--- src/rtl/guard_pkg.sv ---
// Shared state encodings for the amplifier protection controller.
// Assumes: used by therm_grader, hiccup_timer and amp_guard only.
package guard_pkg;
    typedef enum logic [1:0] {
        TH_NORM = 2'd0,
        TH_CUT  = 2'd1,
        TH_OFF  = 2'd2
    } therm_st_t;

    typedef enum logic {
        HC_RUN  = 1'b0,
        HC_WAIT = 1'b1
    } hic_st_t;
endpackage

--- src/rtl/therm_grader.sv ---
// Two-tier thermal response: gain reduction, then full shutdown, with
// hysteresis on release. Assumes an unsigned temperature code, 1 degree/LSB,
// and thresholds ordered REC_LVL < CUT_LVL <= OFF_LVL.
module therm_grader
    import guard_pkg::*;
#(
    parameter int TEMP_W  = 8,
    parameter int CUT_LVL = 150,
    parameter int OFF_LVL = 160,
    parameter int REC_LVL = 130
) (
    input  logic              clk,
    input  logic              rst_n,
    input  logic              run_en,
    input  logic [TEMP_W-1:0] temp,
    output logic              gain_cut,
    output logic              therm_off
);
    localparam logic [TEMP_W-1:0] CUT_C = TEMP_W'(CUT_LVL);
    localparam logic [TEMP_W-1:0] OFF_C = TEMP_W'(OFF_LVL);
    localparam logic [TEMP_W-1:0] REC_C = TEMP_W'(REC_LVL);

    therm_st_t state_q, state_d;
    logic      hot, warm, cooled;

    // Threshold comparators against the current code.
    always_comb begin
        hot    = temp > OFF_C;
        warm   = temp >= CUT_C;
        cooled = temp <= REC_C;
    end

    // Next-state selection for the thermal tiers.
    always_comb begin
        state_d = state_q;
        unique case (state_q)
            TH_NORM: if (hot) state_d = TH_OFF;
                     else if (warm) state_d = TH_CUT;
            TH_CUT:  if (hot) state_d = TH_OFF;
                     else if (cooled) state_d = TH_NORM;
            TH_OFF:  if (cooled) state_d = TH_NORM;
            default: state_d = TH_NORM;
        endcase
        if (!run_en) state_d = TH_NORM;
    end

    // Thermal state register with synchronous reset.
    always_ff @(posedge clk) begin
        if (!rst_n) state_q <= TH_NORM;
        else        state_q <= state_d;
    end

    assign gain_cut  = (state_q != TH_NORM);
    assign therm_off = (state_q == TH_OFF);

    a_r3_hot_shuts_off: assert property (@(posedge clk) disable iff (!rst_n)
        (run_en && temp > OFF_C) |=> therm_off);
    a_r4_hold_until_cool: assert property (@(posedge clk) disable iff (!rst_n)
        (run_en && therm_off && temp > REC_C) |=> therm_off);
    a_r2_hold_cut: assert property (@(posedge clk) disable iff (!rst_n)
        (run_en && gain_cut && temp > REC_C) |=> gain_cut);
    a_r9_thermal_clear: assert property (@(posedge clk) disable iff (!rst_n)
        !run_en |=> !gain_cut);
endmodule

--- src/rtl/hiccup_timer.sv ---
// Hiccup-mode short handling: a short seen while the stage may run starts a
// fixed off interval of HICCUP_CYC cycles, then the stage is retried.
// Assumes HICCUP_CYC >= 2; short_det is only honoured while sample_ok is high.
module hiccup_timer
    import guard_pkg::*;
#(
    parameter int HICCUP_CYC = 36_000_000
) (
    input  logic clk,
    input  logic rst_n,
    input  logic run_en,
    input  logic sample_ok,
    input  logic short_det,
    output logic waiting
);
    localparam int CNT_W = $clog2(HICCUP_CYC);
    localparam logic [CNT_W-1:0] LOAD_V = CNT_W'(HICCUP_CYC - 1);

    hic_st_t          st_q;
    logic [CNT_W-1:0] cnt_q;

    // Wait-state and countdown register; short sampled only in run state.
    always_ff @(posedge clk) begin
        if (!rst_n || !run_en) begin
            st_q  <= HC_RUN;
            cnt_q <= '0;
        end else if (st_q == HC_WAIT) begin
            if (cnt_q == '0) st_q <= HC_RUN;
            else             cnt_q <= cnt_q - 1'b1;
        end else if (short_det && sample_ok) begin
            st_q  <= HC_WAIT;
            cnt_q <= LOAD_V;
        end
    end

    assign waiting = (st_q == HC_WAIT);

    a_r5_enter_wait: assert property (@(posedge clk) disable iff (!rst_n)
        (run_en && !waiting && sample_ok && short_det) |=> waiting);
    a_r7_wait_not_extended: assert property (@(posedge clk) disable iff (!rst_n)
        (waiting && cnt_q == '0) |=> !waiting);
    a_r5_count_bound: assert property (@(posedge clk) disable iff (!rst_n)
        cnt_q <= LOAD_V);
    a_r7_count_moves: assert property (@(posedge clk) disable iff (!rst_n)
        (run_en && waiting && cnt_q != '0) |=> (waiting && cnt_q == $past(cnt_q) - 1'b1));
endmodule

--- src/rtl/amp_guard.sv ---
// Top of the output-stage protection controller: combines the thermal tiers
// and the hiccup timer into gain-reduce, stage-enable and fault outputs.
// Assumes temperature and short inputs are already synchronous to clk.
module amp_guard #(
    parameter int TEMP_W     = 8,
    parameter int CUT_LVL    = 150,
    parameter int OFF_LVL    = 160,
    parameter int REC_LVL    = 130,
    parameter int HICCUP_CYC = 36_000_000
) (
    input  logic              clk,
    input  logic              rst_n,
    input  logic              run_en_i,
    input  logic [TEMP_W-1:0] temp_i,
    input  logic              short_i,
    output logic              gain_cut_o,
    output logic              stage_en_o,
    output logic              fault_o
);
    logic therm_off, hic_wait, may_run;

    therm_grader #(
        .TEMP_W (TEMP_W),
        .CUT_LVL(CUT_LVL),
        .OFF_LVL(OFF_LVL),
        .REC_LVL(REC_LVL)
    ) u_therm (
        .clk      (clk),
        .rst_n    (rst_n),
        .run_en   (run_en_i),
        .temp     (temp_i),
        .gain_cut (gain_cut_o),
        .therm_off(therm_off)
    );

    // Thermal shutdown wins: shorts are not sampled while it holds the stage off.
    assign may_run = run_en_i & ~therm_off;

    hiccup_timer #(
        .HICCUP_CYC(HICCUP_CYC)
    ) u_hic (
        .clk      (clk),
        .rst_n    (rst_n),
        .run_en   (run_en_i),
        .sample_ok(may_run),
        .short_det(short_i),
        .waiting  (hic_wait)
    );

    assign stage_en_o = may_run & ~hic_wait;
    assign fault_o    = therm_off | hic_wait;

    a_r8_thermal_priority: assert property (@(posedge clk) disable iff (!rst_n)
        therm_off |-> !stage_en_o);
    a_r8_fault_when_off: assert property (@(posedge clk) disable iff (!rst_n)
        (run_en_i && !stage_en_o) |-> fault_o);
    a_r9_fault_cleared: assert property (@(posedge clk) disable iff (!rst_n)
        !run_en_i |=> !fault_o);
    a_r9_stage_off: assert property (@(posedge clk) disable iff (!rst_n)
        !run_en_i |-> !stage_en_o);
endmodule

--- config.mk ---
export PLATFORM = sky130hd
export DESIGN_NAME = amp_guard
export DESIGN_NICKNAME = d
export VERILOG_FILES = /design/src/rtl/guard_pkg.sv /design/src/rtl/therm_grader.sv /design/src/rtl/hiccup_timer.sv /design/src/rtl/amp_guard.sv
export SDC_FILE = /design/constraint.sdc
export NUM_CORES = 1
export LEC_CHECK = 0
export ABC_AREA = 1
export BUFFER_PORTS_ARGS = -buffer_cell sky130_fd_sc_hd__buf_2
export CAP_MARGIN = 15
export CORE_MARGIN = 2
export CORE_UTILIZATION = 60
export CTS_BUF_LIST = sky130_fd_sc_hd__clkbuf_8
export DETAILED_ROUTE_END_ITERATION = 7
export PLACE_DENSITY = 0.79
export SLEW_MARGIN = 20
export SYNTH_ARGS = -nofsm -noshare
export SYNTH_HDL_FRONTEND = slang
export SYNTH_HIERARCHICAL = 1
export SYNTH_SLANG_ARGS = --single-unit
--- constraint.sdc ---
create_clock -name clk -period 2.5 [get_ports clk]
set_input_delay 0.25 -clock clk [delete_from_list [all_inputs] [get_ports clk]]
set_output_delay 0.25 -clock clk [all_outputs]
set_load 0.005 [all_outputs]
==> flow_summary.toml, run 1 <==
[run_status]
status = "finished clean"

[detailed_routing]
drc = 0
vias = 2210
avgViaCountPerCell = 5.212
drtAntennaViolNets = 0
firstDrtPassIters = 5
wirelength_um = 4774
dr.first_iter.drc_count = 165
wl_per_cell_um = 11.26

[final_layout]
final_common_cell = "nand2_1"
final_cell_mix = "102 x nand2_1, 85 x nor2_1, 38 x inv_1, 33 x nand3_1, 29 x dfxtp_1"
finalInstanceArea_sq_um = 2290
diodes = 0
nets = 390
utilization_pct = 68.62
layout-drive-gt1-share_pct = 13.49
area_growth_pct = 9.319

[critical_path]
crit_arrival_ns = 2.17
critPathTopFamily = "simple AND/OR/NAND/NOR gates"
cp.required_ns = 2.68
critPathKind = "flop to flop"
crit_top_cell = "nand2_1"
slowest_delay_ns = 0.31
critPathMaxFanout = 26
critPathLaunchType = "flop"
crit_chain = "inv_1 > ha_1 > nand2_2 > nor2_4 > nand3_1 > nand2_1 > nand2_2 > nand2_1 > nand2_1 > nand2_1 > nor2_1"
cp_num_buf_inv = 1
cp.depth = 11
endpoint_kind = "flop"
worstRegToRegCells = 11
slowest_stage = "dfxtp_1"

[placed_design]
place_congestion = 0.8692
dpl_cell_area_sq_um = 2188
hpwl_um = 3527
portBuffers = 14

[global_route]
grt_max_degree = 27
grt_pass1_wl_um = 8556
grt_pass1_vias = 2034
track_usage_pct = 26.59
overflow = 0
antenna_found_initial = 0

[die]
die_h_um = 63.09
floorplan.initialDensity_pct = 62.77
core_sq_um = 3337
num_rows = 21
io_pins = 15
die_area_sq_um = 3980
die_w_um = 63.09

[timing]
fin_crit_sh_pct = 79.84
tns_ns = 0
worstMarginPinSlew_ns = 0.5235
clock_skew_ns = 0.009020
whs_ns = 0.2470
fmax_mhz = 501.0
fin_crit_ns = 1.996
drv_slew = 0
setup_viol = 0
hold_violations = 0
maxSlewHeadroom_pct = 65.01
rsz0062_at_grt = "no"

[synth]
ys_seq_elements = 29
syn_area_sq_um = 2095
yosysSeqAreaShare_pct = 27.72
syn_inst = 362
synth_fp_nets = 375
synth_warnings = 6
syn_area_per_cell_sq_um = 5.786
synthDistinctLibCells = 25

[power_and_ir_drop]
power_density_nw_per_um2 = 550.3
p_total_mw = 1.260
ir_worst_vdd_uv = 332.7
p_leak_nw = 1.085

[clock_network]
cts_buffers = 5
clk_pin_slew_ns = 0.06
ctsRootBufferMaster = "clkbuf_8"
cts.repair.resized = 0
postCtsSetupBuffers = 0
cts_sinks = 29
cts_tree = "yes"
ctsHtreeMaxLevel = 2
clock_latency_ns = 0.28
postCtsHoldBufs = 0
clockBufferDepth = 2

[worst_hold_path]
hp-class = "primary input to flop"
holdPathStages = 3

[job]
maxCapViolations = 0
==> area by class of cell <==
type	instances	area, sq um
clock buffer	7	96.34
clock inverter	1	5.005
fill	337	1047
inverter	38	142.6
multi-input combinational	287	1323
sequential	29	580.6
tap	46	57.56
timing repair buffer	16	85.08
==> stage by stage <==
stage               setup WS, ns  cells
floorplan                 0.8654    362
global placement          0.5829    416
detailed placement        0.5268    416
CTS                       0.5148    424
global route              0.3142    424
finish                    0.5041    424
==> sequential cells by signal, summed over array words and instances, names as in the netlist <==
register         cells
u_hic/cnt_q         26
u_therm/state_q      2
u_hic/waiting        1
==> cell usage after synthesis, drive strengths merged <==
cell type  instances  area (sq um)
nand2            110         437.9
nor2              91         366.6
inv               38         142.6
nand3             33         165.2
dfxtp             29         580.6
a21oi             23         152.6
nand4              9         56.30
buf                6         41.28
nor3               4         20.02
o21ai              4         20.02
or2                4         25.03
xor2               4         35.03
nand3b             3         22.52
clkbuf             2         7.510
ha                 1         12.51
xnor2              1         8.760
==> tightest hold or removal path: stages <==
cell	delay, ns
buf_2	0.10
nand2_1	0.09
a21oi_1	0.04
==> report_power, final <==
part / total, mW / internal, mW / switching [mW]
combinational: 0.338 / 0.118 / 0.221
clock: 0.429 / 0.248 / 0.180
sequential: 0.493 / 0.476 / 0.0172
total: 1.26 / 0.842 / 0.418
==> layer usage <==
layer,share of wire (%),track usage [%],vias up
met4,1.3,11.11,0
met2,45,42.95,66
met5,0,0,-
met1,48,34.42,970
met3,5.7,5.536,6
li1,-,-,1168
==> logic make-up after synthesis <==
kind of cell             share of synthesized area [%]
AND/OR/NAND/NOR                                  52.21
adder cells (fa/ha/maj)                         0.5973
AO/OA/AOI/OAI                                    8.243
flip-flops                                       27.72
buffers and inverters                            9.140
XOR/XNOR                                         2.091
==> worst paths after layout <==
check	startpoint	to	slack, ns
max	u_hic/cnt_q[0]	u_hic/cnt_q[20]	0.50
min	rst_n	u_therm/state_q[1]	0.25
max reg2reg	u_hic/cnt_q[0]	u_hic/cnt_q[20]	0.50
min reg2reg	u_hic/cnt_q[0]	u_hic/cnt_q[0]	0.49
No activity file was read; power rests on OpenSTA's default activity.
==> inputs of run 2 (changes only) <==
--- a/config.mk
+++ b/config.mk
@@ -5,14 +5,14 @@
 export SDC_FILE = /design/constraint.sdc
 export NUM_CORES = 1
 export LEC_CHECK = 0
-export ABC_AREA = 1
+export ABC_AREA = 0
 export BUFFER_PORTS_ARGS = -buffer_cell sky130_fd_sc_hd__buf_2
 export CAP_MARGIN = 15
 export CORE_MARGIN = 2
-export CORE_UTILIZATION = 60
+export CORE_UTILIZATION = 55
 export CTS_BUF_LIST = sky130_fd_sc_hd__clkbuf_8
 export DETAILED_ROUTE_END_ITERATION = 7
-export PLACE_DENSITY = 0.79
+export PLACE_DENSITY = 0.78
 export SLEW_MARGIN = 20
 export SYNTH_ARGS = -nofsm -noshare
 export SYNTH_HDL_FRONTEND = slang
==> constraint.sdc (replaced) <==
create_clock -name clk -period 1.83 [get_ports clk]
set_input_delay 0.183 -clock clk [delete_from_list [all_inputs] [get_ports clk]]
set_output_delay 0.183 -clock clk [all_outputs]
set_load 0.005 [all_outputs]
==> flow_summary.toml, run 2 <==
[global_route]
grt_pass1_vias = 1883
grt_max_degree = 17
overflow = 0
antenna_found_initial = 0
track_usage_pct = 35.13
grt_pass1_wl_um = 8873

[critical_path]
critPathMaxFanout = 4
r2r_setup_slack_ns = -0.23
worstRegToRegCells = 6
slowest_delay_ns = 0.52
crit_arrival_ns = 2.26
timing.rr.end = "u_hic/cnt_q[25]"
slowest_stage = "or4_1"
critPathTopFamily = "simple AND/OR/NAND/NOR gates"
cp.depth = 6
r2r_start = "u_hic/cnt_q[0]"
critPathKind = "flop to flop"
crit_chain = "nor4_4 > and3_4 > buf_6 > o2111ai_4 > or4_1 > a31oi_1"
critPathLaunchType = "flop"
cp_num_buf_inv = 1
endpoint_kind = "flop"
cp.required_ns = 2.03

[detailed_routing]
firstDrtPassIters = 7
vias = 2127
drtAntennaViolNets = 0
avgViaCountPerCell = 7.411
drc = 0
wirelength_um = 7921
wl_per_cell_um = 27.60
dr.first_iter.drc_count = 306

[run_status]
status = "complete, but fails checks"
violations = "setup timing"

[synth]
synth_warnings = 6
synth_fp_nets = 193
ys_seq_elements = 29
yosys-top-cells-count = "29 x dfxtp_1, 18 x a21oi_1, 13 x nor2_1"
muxShareOfSynthArea_pct = 0
ys_async_sr_fraction_pct = 0
synthSimpleGateAreaFrac_pct = 30.33
synthDistinctLibCells = 49
synth-main-ff-cell = "dfxtp_1"
yosysSeqAreaShare_pct = 35.45
synth_most_common_cell = "dfxtp_1"
synth_top_area_share_pct = 35.45
synth_compound_area_share_pct = 25.21
syn_inst = 180
syn_area_per_cell_sq_um = 9.099
synth-edff-count = 0
ys_top_cells_by_area = "dfxtp_1 35%, a21oi_1 5.5%, or4_1 5.0%, xor2_1 3.7%, o31ai_1 3.2%"
synthAdderAreaFrac_pct = 0.7639
yosys.area.top_type = "dfxtp_1"
synth_top_family_by_area = "simple AND/OR/NAND/NOR gates"
syn_area_sq_um = 1638
synth_xor_area_share_pct = 5.882

[timing]
worstMarginPinSlew_ns = 0.6750
maxSlewHeadroom_pct = 54.89
rsz0062_at_grt = "yes"
hold_violations = 0
tns_ns = -2.563
clock_skew_ns = 0.01144
drv_slew = 0
fmax_mhz = 485.0
fin_crit_sh_pct = 112.7
fin_crit_ns = 2.062
worst_slack_ns = -0.2320
setup_viol = 23

[placed_design]
place_congestion = 0.9074
portBuffers = 14
hpwl_um = 3166
numPlacedInstances = 257

[final_layout]
regMostFlops = "u_hic/cnt_q"
fin_cells = 287
final_cell_mix = "44 x buf_4, 19 x dfxtp_1, 14 x buf_2, 13 x a21oi_1, 13 x buf_6"
largest_register_ffs = 26
layout-drive-gt1-share_pct = 55.86
nets = 269
final_common_cell = "buf_4"
area_growth_pct = 62.19
diodes = 0

[die]
io_pins = 15
core_sq_um = 2781
die_h_um = 58.57
die_area_sq_um = 3430
die_w_um = 58.57
num_rows = 19
floorplan.initialDensity_pct = 58.88

[power_and_ir_drop]
ir_worst_vdd_uv = 1150
p_leak_nw = 1.026
power_density_nw_per_um2 = 826.9

[worst_hold_path]
min_to = "u_therm/state_q[0]"
holdPathStages = 3
worstHoldStart = "rst_n"
hp-class = "primary input to flop"

[clock_network]
cts_tree = "yes"
clockBufferDepth = 2
ctsRootBufferMaster = "clkbuf_8"
cts_buffers = 5
cts_sinks = 29
ctsHtreeMaxLevel = 2
clk_pin_slew_ns = 0.07
clock_latency_ns = 0.30

[job]
maxCapViolations = 0
run 2: cell types whose count changed after synthesis, moves of 10 or more:
cell     delta
a21oi_2    -10
nor2_1     -72
nand3_1    -29
nand2_1    -94
inv_1      -32
or4_1      +11
run 2: worst max path at each step:
stage	start	end	slack, ns
floorplan	u_hic/cnt_q[0]	u_hic/cnt_q[21]	0.05
global placement	u_hic/cnt_q[15]	u_hic/cnt_q[5]	-0.08
detailed placement	u_hic/cnt_q[15]	u_hic/cnt_q[5]	-0.15
CTS	u_hic/cnt_q[2]	u_hic/cnt_q[13]	-0.05
global route	u_hic/cnt_q[0]	u_hic/cnt_q[25]	-0.26
finish	u_hic/cnt_q[0]	u_hic/cnt_q[25]	-0.23
run 2: per-stage QoR:
step           util, %  hold slack (ns)  power (mW)  area [sq um]  setup slack [ns]
2_1_floorplan        -           0.3475      0.9892          1638           0.04566
4_1_cts          83.63           0.2008       1.862          2326          -0.05342
3_3_place_gp     72.38           0.4587       1.184          2013          -0.08336
6_report         95.50           0.2282       2.196          2656           -0.2320
5_1_grt          95.50           0.2515       2.245          2656           -0.2564
3_5_place_dp     72.38           0.4705       1.208          2013           -0.1516
run 2: cell type report:
class                      count  area, sq um
clock inverter                 1        3.754
tap                           31        38.79
sequential                    29        600.6
timing repair buffer          72        566.8
inverter                       6        25.02
fill                          63        125.1
clock buffer                   6        82.58
multi-input combinational    142         1339
run 2: power by group:
| part | switching (mW) | total [mW] | internal, mW |
|---|---|---|---|
| clock network | 0.258 | 0.550 | 0.292 |
| logic | 0.512 | 0.943 | 0.431 |
| registers | 0.0445 | 0.703 | 0.659 |
| total | 0.815 | 2.20 | 1.38 |
run 2: kinds of logic (layout without fill, tap and decap cells):
kind of cell,count (synthesis),after routing
XOR/XNOR,11,11
AND/OR/NAND/NOR,73,73
buffers and inverters,10,85
AO/OA/AOI/OAI,56,57
flip-flops,29,29
adder cells (fa/ha/maj),1,1
run 2: metal layers:
layer | vias up | wire length [um] | GRT usage [%]
met2 | 192 | 3706 | 61.00
met1 | 1005 | 2873 | 39.26
met5 | - | 0 | 0
met3 | 73 | 822 | 8.352
li1 | 857 | - | -
met4 | 0 | 519 | 19.81
run 2: what timing repair did:
action,in CTS,in global routing
hold buffers,0,0
gates cloned,1,0
setup endpoints to repair,20,26
pin swaps,22,47
gates resized for setup,35,49
setup buffers,7,15
run 2: worst reg2reg max path: cells and delay by family (launching register included):
family | cells | cell delay (ns)
compound gates | 2 | 0.28
simple gates | 3 | 1.22
buf+inv | 1 | 0.12
flops | 1 | 0.37
==> inputs of run 3 (changes only) <==
==> constraint.sdc (replaced) <==
create_clock -name clk -period 1.85 [get_ports clk]
set_input_delay 0.185 -clock clk [delete_from_list [all_inputs] [get_ports clk]]
set_output_delay 0.185 -clock clk [all_outputs]
set_load 0.005 [all_outputs]
==> flow_summary.toml, run 3 (synthesized netlist as in run 2, its figures left out) <==
[clock_network]
ctsRootBufferMaster = "clkbuf_8"
postCtsHoldBufs = 0
cts_buffers = 5
clockBufferDepth = 2
clock_latency_ns = 0.29
cts_tree = "yes"
cts_sinks = 29
ctsHtreeMaxLevel = 2
clk_pin_slew_ns = 0.06

[detailed_routing]
drtAntennaViolNets = 0
wirelength_um = 6646
vias = 1975
wl_per_cell_um = 23.32
drc = 0
avgViaCountPerCell = 6.930
firstDrtPassIters = 5
dr.first_iter.drc_count = 235

[final_layout]
final_common_cell = "buf_4"
regMostFlops = "u_hic/cnt_q"
layout-drive-gt1-share_pct = 51.57
area_growth_pct = 56.15
regArea_sq_um = 594.3
nets = 266
largest_register_ffs = 26
final_cell_mix = "44 x buf_4, 22 x dfxtp_1, 15 x a21oi_1, 14 x buf_2, 12 x nor2_1"
finalInstanceArea_sq_um = 2557
diodes = 0
fin_cells = 285
multi_input_area_sq_um = 1251
fillers = 105

[timing]
whs_ns = 0.2451
setup_viol = 21
fin_crit_ns = 2.038
tns_ns = -1.509
worstMarginPinSlew_ns = 0.6657
clock_skew_ns = 0.007150
worst_slack_ns = -0.1875
hold_violations = 0
drv_slew = 0
rsz0062_at_grt = "yes"
maxSlewHeadroom_pct = 55.51
fin_crit_sh_pct = 110.1
fmax_mhz = 490.8

[critical_path]
worstRegToRegCells = 9
timing.rr.end = "u_hic/cnt_q[22]"
endpoint_kind = "flop"
crit_start = "u_hic/cnt_q[1]"
critPathKind = "flop to flop"
crit_arrival_ns = 2.19
critPathLaunchType = "flop"
slowest_stage = "dfxtp_4"
endpoint = "u_hic/cnt_q[22]"
cp.required_ns = 2.01
slowest_delay_ns = 0.37
crit_chain = "inv_4 > ha_4 > nor4b_4 > buf_6 > and2_4 > nand4_4 > buf_4 > o31ai_1 > a21oi_1"
critPathMaxFanout = 4
r2r_start = "u_hic/cnt_q[1]"
r2r_setup_slack_ns = -0.19

[global_route]
antenna_found_initial = 0
met1_usage_pct = 37.14
gr-usage-met2_pct = 56.34
grt_max_degree = 17
overflow = 0
busiest_layer = "met2"
grt_pass1_vias = 1844
grt_pass1_wl_um = 8411
track_usage_pct = 32.54
gr-usage-met3_pct = 6.374

[job]
maxCapViolations = 0

[run_status]
status = "complete, but fails checks"
violations = "setup timing"

[power_and_ir_drop]
ir_worst_vdd_uv = 936.8
power_density_nw_per_um2 = 823.5
p_leak_nw = 1.021

[die]
floorplan.initialDensity_pct = 58.88
core_sq_um = 2781
die_w_um = 58.57
die_h_um = 58.57
die_area_sq_um = 3430
num_rows = 19
io_pins = 15

[placed_design]
dpl_cell_area_sq_um = 2006
hpwl_um = 3101
portBuffers = 14
place_congestion = 0.8289
numPlacedInstances = 256

[worst_hold_path]
hp-class = "primary input to flop"
holdPathStages = 3
run 3: worst max-delay path: cells and delay by family, from the launching register on:
kind | cells | cell delay (ns)
flip-flops | 1 | 0.37
AO/OA/AOI/OAI | 2 | 0.49
adder cells (fa/ha/maj) | 1 | 0.13
AND/OR/NAND/NOR | 3 | 0.53
buffers and inverters | 3 | 0.40
run 3: worst min-delay path by stage:
stage / from / endpoint
4_1_cts: run_en_i / u_therm/state_q[0]
2_1_floorplan: run_en_i / u_hic/cnt_q[9]
5_1_grt: rst_n / u_therm/state_q[0]
3_5_place_dp: u_hic/cnt_q[19] / u_hic/cnt_q[19]
3_3_place_gp: u_hic/cnt_q[19] / u_hic/cnt_q[19]
6_report: run_en_i / u_therm/state_q[0]
run 3: layout make-up:
type                    instances  area share [%]
clock buffers                   7           3.767
flip-flops and latches         29           23.24
inverters                       6           1.076
well taps                      31           1.517
clock inverters                 1          0.1957
multi-input cells             141           48.92
repair buffers                 70           21.28
run 3: report_power, final:
group | total [mW] | leakage [nW] | switching [mW] | internal, mW
registers | 0.698 | 0.239 | 0.0457 | 0.652
logic | 0.824 | 0.727 | 0.422 | 0.401
clock network | 0.585 | 0.0542 | 0.249 | 0.336
total | 2.11 | 1.02 | 0.717 | 1.39
run 3: stage by stage:
step | total power, mW | utilization, % | worst slack [ns]
final | 2.106 | 91.95 | -0.1875
after global routing | 2.166 | 91.95 | -0.2398
after CTS | 1.882 | 83.49 | -0.02867
after detailed placement | 1.198 | 72.11 | -0.1197
after global placement | 1.174 | 72.11 | -0.04328
after floorplan | 0.9785 | - | 0.06566
run 3: repair_timing:
action	in CTS	in global routing
resized for setup	35	31
endpoints found under the setup margin	13	26
setup buffers	11	13
pin swaps	14	18
run 3: metal layers:
| metal | part of all wire, % | vias to the layer above | wire length, um |
|---|---|---|---|
| met3 | 7.9 | 44 | 528 |
| li1 | - | 854 | - |
| met1 | 39 | 945 | 2605 |
| met4 | 4.9 | 0 | 325 |
| met5 | 0 | - | 0 |
| met2 | 48 | 132 | 3187 |
